<file path="src/rtl/alu8_pkg.sv">
package alu8_pkg;

    localparam int DW  = 8;
    localparam int NIB = DW / 2;
    localparam int OPW = 5;
    localparam int BSW = $clog2(DW);

    // status bit positions (other logic decodes these)
    localparam int F_C = 0;
    localparam int F_Z = 1;
    localparam int F_N = 2;
    localparam int F_V = 3;
    localparam int F_S = 4;
    localparam int F_H = 5;
    localparam int F_T = 6;
    localparam int F_I = 7;

    localparam logic [DW-1:0] M_C = DW'(1) << F_C;
    localparam logic [DW-1:0] M_Z = DW'(1) << F_Z;
    localparam logic [DW-1:0] M_N = DW'(1) << F_N;
    localparam logic [DW-1:0] M_V = DW'(1) << F_V;
    localparam logic [DW-1:0] M_S = DW'(1) << F_S;
    localparam logic [DW-1:0] M_H = DW'(1) << F_H;
    localparam logic [DW-1:0] M_T = DW'(1) << F_T;
    localparam logic [DW-1:0] M_I = DW'(1) << F_I;

    localparam logic [DW-1:0] M_SVNZ   = M_S | M_V | M_N | M_Z;
    localparam logic [DW-1:0] M_SVNZC  = M_SVNZ | M_C;
    localparam logic [DW-1:0] M_HSVNZC = M_SVNZC | M_H;

    typedef enum logic [OPW-1:0] {
        OP_ADD    = 5'd0,
        OP_ADDC   = 5'd1,
        OP_SUB    = 5'd2,
        OP_SUBB   = 5'd3,
        OP_INCR   = 5'd4,
        OP_DECR   = 5'd5,
        OP_NEGATE = 5'd6,
        OP_AND    = 5'd7,
        OP_OR     = 5'd8,
        OP_XOR    = 5'd9,
        OP_INVERT = 5'd10,
        OP_SHL    = 5'd11,
        OP_SHR    = 5'd12,
        OP_SAR    = 5'd13,
        OP_RCL    = 5'd14,
        OP_RCR    = 5'd15,
        OP_NSWAP  = 5'd16,
        OP_CMP    = 5'd17,
        OP_CMPB   = 5'd18,
        OP_TSTORE = 5'd19,
        OP_TLOAD  = 5'd20
    } op_e;

    typedef struct packed {
        logic [DW-1:0] value;  // result byte
        logic [DW-1:0] flags;  // candidate flag values
        logic [DW-1:0] touch;  // which flags this operation owns
        logic          wr;     // result write-enable
    } unit_out_t;

    function automatic logic all_zero(input logic [DW-1:0] v);
        return (v == '0);
    endfunction

endpackage

</file>
<file path="src/rtl/alu8_arith.sv">
module alu8_arith
    import alu8_pkg::*;
(
    input  op_e           op,
    input  logic [DW-1:0] a,
    input  logic [DW-1:0] b,
    input  logic          c_flag,
    input  logic          z_flag,
    output logic          hit,
    output unit_out_t     o
);

    logic [DW-1:0] x, y, ey, r;
    logic          cin, sub, chain, wr, ec, co;
    logic [DW-1:0] touch;
    logic [NIB:0]  lo;
    logic          cf, hf, vf, nf, zf;

    // operand steering: every member shares one adder
    always_comb begin
        x     = a;
        y     = b;
        cin   = 1'b0;
        sub   = 1'b0;
        chain = 1'b0;
        wr    = 1'b1;
        hit   = 1'b1;
        touch = M_HSVNZC;
        case (op)
            OP_ADD:    ;
            OP_ADDC:   cin = c_flag;
            OP_SUB:    sub = 1'b1;
            OP_SUBB:   begin sub = 1'b1; cin = c_flag; chain = 1'b1; end
            OP_CMP:    begin sub = 1'b1; wr = 1'b0; end
            OP_CMPB:   begin sub = 1'b1; cin = c_flag; chain = 1'b1; wr = 1'b0; end
            OP_INCR:   begin y = DW'(1); touch = M_SVNZ; end
            OP_DECR:   begin y = DW'(1); sub = 1'b1; touch = M_SVNZ; end
            OP_NEGATE: begin x = '0; y = a; sub = 1'b1; end
            OP_SHL:    y = a;
            OP_RCL:    begin y = a; cin = c_flag; end
            default:   begin hit = 1'b0; wr = 1'b0; touch = '0; end
        endcase
    end

    // subtraction as x + ~y + ~borrow_in
    assign ey = sub ? ~y : y;
    assign ec = sub ? ~cin : cin;
    assign {co, r} = {1'b0, x} + {1'b0, ey} + {{DW{1'b0}}, ec};
    assign lo      = {1'b0, x[NIB-1:0]} + {1'b0, ey[NIB-1:0]} + {{NIB{1'b0}}, ec};

    assign cf = co ^ sub;
    assign hf = lo[NIB] ^ sub;
    assign vf = (x[DW-1] ~^ ey[DW-1]) & (r[DW-1] ^ x[DW-1]);
    assign nf = r[DW-1];
    assign zf = all_zero(r) & (chain ? z_flag : 1'b1);

    always_comb begin
        o.value        = r;
        o.flags        = '0;
        o.flags[F_C]   = cf;
        o.flags[F_Z]   = zf;
        o.flags[F_N]   = nf;
        o.flags[F_V]   = vf;
        o.flags[F_S]   = nf ^ vf;
        o.flags[F_H]   = hf;
        o.touch        = touch;
        o.wr           = wr;
    end

endmodule

</file>
<file path="src/rtl/alu8_bitops.sv">
module alu8_bitops
    import alu8_pkg::*;
(
    input  op_e            op,
    input  logic [DW-1:0]  a,
    input  logic [DW-1:0]  b,
    input  logic [BSW-1:0] bit_sel,
    input  logic           c_flag,
    input  logic           t_flag,
    output logic           hit,
    output unit_out_t      o
);

    typedef enum logic [1:0] {V_CLEAR, V_NXORC} vrule_e;

    logic [DW-1:0] r;
    logic [DW-1:0] touch;
    logic          cf, tf, wr, nf, vf;
    vrule_e        vrule;

    always_comb begin
        r     = a;
        cf    = 1'b0;
        tf    = 1'b0;
        wr    = 1'b1;
        hit   = 1'b1;
        vrule = V_CLEAR;
        touch = M_SVNZ;
        case (op)
            OP_AND:    r = a & b;
            OP_OR:     r = a | b;
            OP_XOR:    r = a ^ b;
            OP_INVERT: begin r = ~a; cf = 1'b1; touch = M_SVNZC; end
            OP_SHR:    begin r = {1'b0, a[DW-1:1]};     cf = a[0]; vrule = V_NXORC; touch = M_SVNZC; end
            OP_SAR:    begin r = {a[DW-1], a[DW-1:1]};  cf = a[0]; vrule = V_NXORC; touch = M_SVNZC; end
            OP_RCR:    begin r = {c_flag, a[DW-1:1]};   cf = a[0]; vrule = V_NXORC; touch = M_SVNZC; end
            OP_NSWAP:  begin r = {a[NIB-1:0], a[DW-1:NIB]}; touch = '0; end
            OP_TSTORE: begin tf = a[bit_sel]; wr = 1'b0; touch = M_T; end
            OP_TLOAD:  begin r[bit_sel] = t_flag; touch = '0; end
            default:   begin hit = 1'b0; wr = 1'b0; touch = '0; end
        endcase
    end

    assign nf = r[DW-1];
    assign vf = (vrule == V_NXORC) ? (nf ^ cf) : 1'b0;

    always_comb begin
        o.value      = r;
        o.flags      = '0;
        o.flags[F_C] = cf;
        o.flags[F_Z] = all_zero(r);
        o.flags[F_N] = nf;
        o.flags[F_V] = vf;
        o.flags[F_S] = nf ^ vf;
        o.flags[F_T] = tf;
        o.touch      = touch;
        o.wr         = wr;
    end

endmodule

</file>
<file path="src/rtl/alu8_status.sv">
module alu8_status
    import alu8_pkg::*;
(
    input  logic          clk,
    input  logic          rst,
    input  logic          upd,
    input  logic [DW-1:0] cand,
    input  logic [DW-1:0] touch,
    output logic [DW-1:0] q
);

    localparam logic [DW-1:0] WRITABLE = ~M_I;

    logic [DW-1:0] own;
    logic [DW-1:0] nxt;

    assign own = touch & WRITABLE;
    assign nxt = (q & ~own) | (cand & own);

    always_ff @(posedge clk) begin
        if (rst)
            q <= '0;
        else if (upd)
            q <= nxt;
    end

endmodule

</file>
<file path="src/rtl/alu8_core.sv">
module alu8_core
    import alu8_pkg::*;
(
    input  logic            clk,
    input  logic            rst,
    input  logic [DW-1:0]   op_a,
    input  logic [DW-1:0]   op_b,
    input  logic [OPW-1:0]  opcode,
    input  logic [BSW-1:0]  bit_sel,
    input  logic            flag_we,
    output logic [DW-1:0]   result,
    output logic            result_we,
    output logic [DW-1:0]   status
);

    op_e       op;
    logic      ar_hit, bo_hit;
    unit_out_t ar_o, bo_o, sel_o;

    assign op = op_e'(opcode);

    alu8_arith u_arith (
        .op     (op),
        .a      (op_a),
        .b      (op_b),
        .c_flag (status[F_C]),
        .z_flag (status[F_Z]),
        .hit    (ar_hit),
        .o      (ar_o)
    );

    alu8_bitops u_bitops (
        .op      (op),
        .a       (op_a),
        .b       (op_b),
        .bit_sel (bit_sel),
        .c_flag  (status[F_C]),
        .t_flag  (status[F_T]),
        .hit     (bo_hit),
        .o       (bo_o)
    );

    always_comb begin
        if (ar_hit)
            sel_o = ar_o;
        else if (bo_hit)
            sel_o = bo_o;
        else begin
            sel_o.value = op_a;
            sel_o.flags = '0;
            sel_o.touch = '0;
            sel_o.wr    = 1'b0;
        end
    end

    alu8_status u_status (
        .clk   (clk),
        .rst   (rst),
        .upd   (flag_we),
        .cand  (sel_o.flags),
        .touch (sel_o.touch),
        .q     (status)
    );

    assign result    = sel_o.value;
    assign result_we = sel_o.wr;

endmodule

</file>
<file path="config.mk">
export PLATFORM = sky130hd
export DESIGN_NAME = alu8_core
export DESIGN_NICKNAME = d
export VERILOG_FILES = /design/src/rtl/alu8_pkg.sv /design/src/rtl/alu8_arith.sv /design/src/rtl/alu8_bitops.sv /design/src/rtl/alu8_status.sv /design/src/rtl/alu8_core.sv
export SDC_FILE = /design/constraint.sdc
export NUM_CORES = 1
export LEC_CHECK = 0
export ABC_AREA = 1
export BUFFER_PORTS_ARGS = -buffer_cell sky130_fd_sc_hd__buf_2
export CAP_MARGIN = 5
export CORE_ASPECT_RATIO = 0.75
export CORE_UTILIZATION = 64
export CTS_BUF_LIST = sky130_fd_sc_hd__clkbuf_2
export CTS_CLUSTER_SIZE = 10
export DETAILED_ROUTE_END_ITERATION = 8
export GPL_TIMING_DRIVEN = 0
export PLACE_DENSITY = 0.9
export SLEW_MARGIN = 20
export SYNTH_ARGS = -nofsm -noshare
export SYNTH_HDL_FRONTEND = slang
export SYNTH_SLANG_ARGS = --single-unit
</file>
<file path="constraint.sdc">
create_clock -name clk -period 5.2 [get_ports clk]
set_input_delay 0 -clock clk [delete_from_list [all_inputs] [get_ports clk]]
set_output_delay 0 -clock clk [all_outputs]
set_load 0.01 [all_outputs]
</file>
==> results_dict.tcl <==
set metrics [dict create \
    postSynthCellCount 437 \
    cts_tree "done" \
    period_needed_ns 3.480 \
    num_antenna_cells 0 \
    cap_violations 0 \
    clock-sinks 7 \
    clockPowerShare_pct 10.7 \
    syn-num-nets 490 \
    dpl_worst_slack_ns 1.558 \
    clock_latency_ns 0.25 \
    gp_congestion 1.073 \
    crit_arrival_ns 3.66 \
    via_per_inst 5.655 \
    start_util_pct 67.47 \
    synth_flop_cell "dfxtp_1" \
    layout.nets 533 \
    seq_power_share_pct 14.8 \
    die_x_um 73.97 \
    rows 19 \
    yosysSeqAreaShare_pct 5.637 \
    status "finished, final reports clean" \
    synthAdderAreaFrac_pct 13.99 \
    drive_gt1_share_pct 17.54 \
    grt_max_degree 11 \
    die-area_um2 4140 \
    utilization_pct 75.08 \
    numCtsBuffers 3 \
    io_pins 44 \
    cp-end-kind "register" \
    rsz0062_at_grt "no" \
    track_usage_pct 37.82 \
    synth-seq-cells 7 \
    drtAntennaViolNets 0 \
    coreArea_um2 3685 \
    cpMostUsedCell "nor2_1" \
    p_leak_uw 0.001525 \
    path_buf_inv 2 \
    post-route-worst-setup-slack_ns 1.720 \
    h-tree-depth 1 \
    clock_tree.root_cell "clkbuf_2" \
    maxSlewViolCount 0 \
    hold_path.class "input port to register" \
    avgSynthCellArea_um2 5.689 \
    drcViolationCount 0 \
    power_frac_comb_pct 74.6 \
    synthArstFlopShare_pct 0 \
    hpwl_um 6128 \
    area_delta_synth_final_pct 11.27 \
    grt-ovfl-total 0 \
    yosysWarningCount 0 \
    placedCellCount 526 \
    p_per_area_nw_per_um2 147.5 \
    finalCritPeriodShare_pct 66.93 \
    dieHeight_um 55.98 \
    dr_total_vias 3003 \
    synth_top_family_by_area "simple AND/OR/NAND/NOR gates" \
    synth-compound-area-share_pct 14.34 \
    p_sw_uw 217.4 \
    synth_edf_count 0 \
    drt_pass1_iterations 5 \
    hold_viol_final 0 \
    path_delay_family "simple AND/OR/NAND/NOR gates" \
    grt_pass1_vias 2613 \
    max_freq_ghz 0.2873 \
    cpMaxStageDelayCell "fa_1" \
    fin_area_um2 2766 \
    antenna_found_initial 0 \
    portBuffers 37 \
    postPlaceCellArea_um2 2736 \
    cp.required_ns 5.38 \
    cts.clk_slew.worst_paths_ns 0.09 \
    slowest_delay_ns 0.56 \
    synth_xor_area_share_pct 5.637 \
    drt_wl_total_um 7438 \
    path_class "input port to register" \
    fin_skew_ns 0.01323 \
    muxShareOfSynthArea_pct 0 \
    clock_path_buffers 2 \
    final.setup.tns_ns 0 \
    yosys.area_share.simple_pct 47.06 \
    start_kind "input port" \
    worstPathMaxFanout 10 \
    wl_per_cell_um 14.01 \
    drt_iter0_drc 348 \
    ir_drop_uv 138.0 \
    ys_types 39 \
    syn-cell-area_um2 2486 \
    p_int_uw 190.8 \
    layout.cells.non_filler 531 \
    path_cells "buf_4 -> nor2_1 -> buf_4 -> nand2_1 -> o21ai_0 -> o21ai_0 -> xnor2_1 -> fa_1 -> nand4_1 -> nand3_1 -> a21oi_1 -> nor2_1 -> nor2_1 -> fa_1 -> nand2_1 -> nor3_1 -> nand2_1 -> nor2_1 -> nand3_1 -> nor2_1 -> nor2_1 -> a21oi_1" \
    grt_pass1_wl_um 12090 \
    final-setup-viol-count 0 \
    switching_share_pct 53.26 \
]
-- worst reg2reg max path: cells and delay by family (launching register included) --
family	cells	cell delay (ns)
adder cells (fa/ha/maj)	2	0.83
flip-flops	1	0.39
AO/OA/AOI/OAI	3	0.43
XOR/XNOR	1	0.21
AND/OR/NAND/NOR	11	1.13
-- cell usage in the layout (no fill, tap or decap), drive strengths merged, types with 2 or more instances in the layout --
cell type	n
xnor2	5
o21ai	25
nand4	16
xor2	11
ha	23
o31ai	2
nor2	83
dfxtp	7
buf	51
nand2	112
clkbuf	5
o22ai	10
nand3	32
a21oi	19
inv	56
fa	3
nor3	7
o211ai	2
-- kinds of logic after synthesis --
logic type,Yosys count
simple gates,253
buf+inv,72
compound gates,62
fa+ha+maj,26
xor+xnor,16
flops,7
other cells,1
-- layout make-up --
type / instances / area, um2
fillers: 342 / 918.4
flip-flops and latches: 7 / 140.1
repair buffers: 38 / 195.2
multi-input cells: 358 / 2018
inverters: 57 / 219.0
well taps: 52 / 65.06
plain buffers: 15 / 108.9
clock buffers: 4 / 20.02
-- power groups by stage --
stage | clock (uW) | combinational [uW] | sequential (uW)
5_1_grt | 45.9 | 339 | 60.8
3_5_place_dp | 0 | 296 | 61.6
2_1_floorplan | 0 | 214 | 62.0
6_report | 43.6 | 304 | 60.3
4_1_cts | 41.7 | 298 | 60.4
3_3_place_gp | 0 | 289 | 61.2
-- repair_timing --
action                                 CTS  global route
gates resized for setup                  0             0
endpoints found under the hold margin    2             0
hold buffers                             1             0
setup endpoints to repair                0             0
buffers inserted                         0             0
-- synth_stat cells (2+ instances only) --
cell type,n,share of area [%]
a21oi_1,18,3.6
buf_2,3,0.60
nor2_1,73,11
nand2_2,6,1.5
fa_1,3,2.4
nor2_2,2,0.50
o22ai_1,10,2.5
ha_1,23,12
o21ai_0,24,4.8
buf_6,2,0.91
inv_1,51,7.7
dfxtp_1,7,5.6
o31ai_1,2,0.60
nand4_1,16,4.0
o211ai_1,2,0.60
xnor2_1,5,1.8
nand3_2,3,1.2
nor2_4,7,3.2
nand2_1,105,16
nand3_1,28,5.6
buf_4,9,2.7
xor2_1,11,3.9
inv_2,5,0.75
nor3_1,7,1.4
-- worst paths after layout --
path | from | end | slack, ns | depth (start not counted)
worst max-delay path | opcode[2] | register | 1.72 | 22
worst min-delay path | flag_we | register | 0.11 | 4
worst min register to register | register | register | 0.47 | 2
worst max register to register | register | register | 2.15 | 17
-- metrics by stage --
| step | hold WS, ns | total power (uW) |
|---|---|---|
| floorplan | 0.06907 | 275.9 |
| finish | 0.1051 | 408.1 |
| global placement | 0.2091 | 350.5 |
| global route | 0.1331 | 445.5 |
| CTS | 0.1121 | 399.6 |
| detailed placement | 0.2170 | 357.1 |
-- routing by layer --
layer  vias up  part of all wire [%]  wire [um]  GRT usage (%)
li1       1490                     -          -              -
met1      1284                    43       3220          55.88
met2       210                    41       3039          54.42
met3        19                    14       1048          8.152
met4         0                   1.8        131          10.44
met5         -                     0          0              0
(Power assumes the default switching activity.)
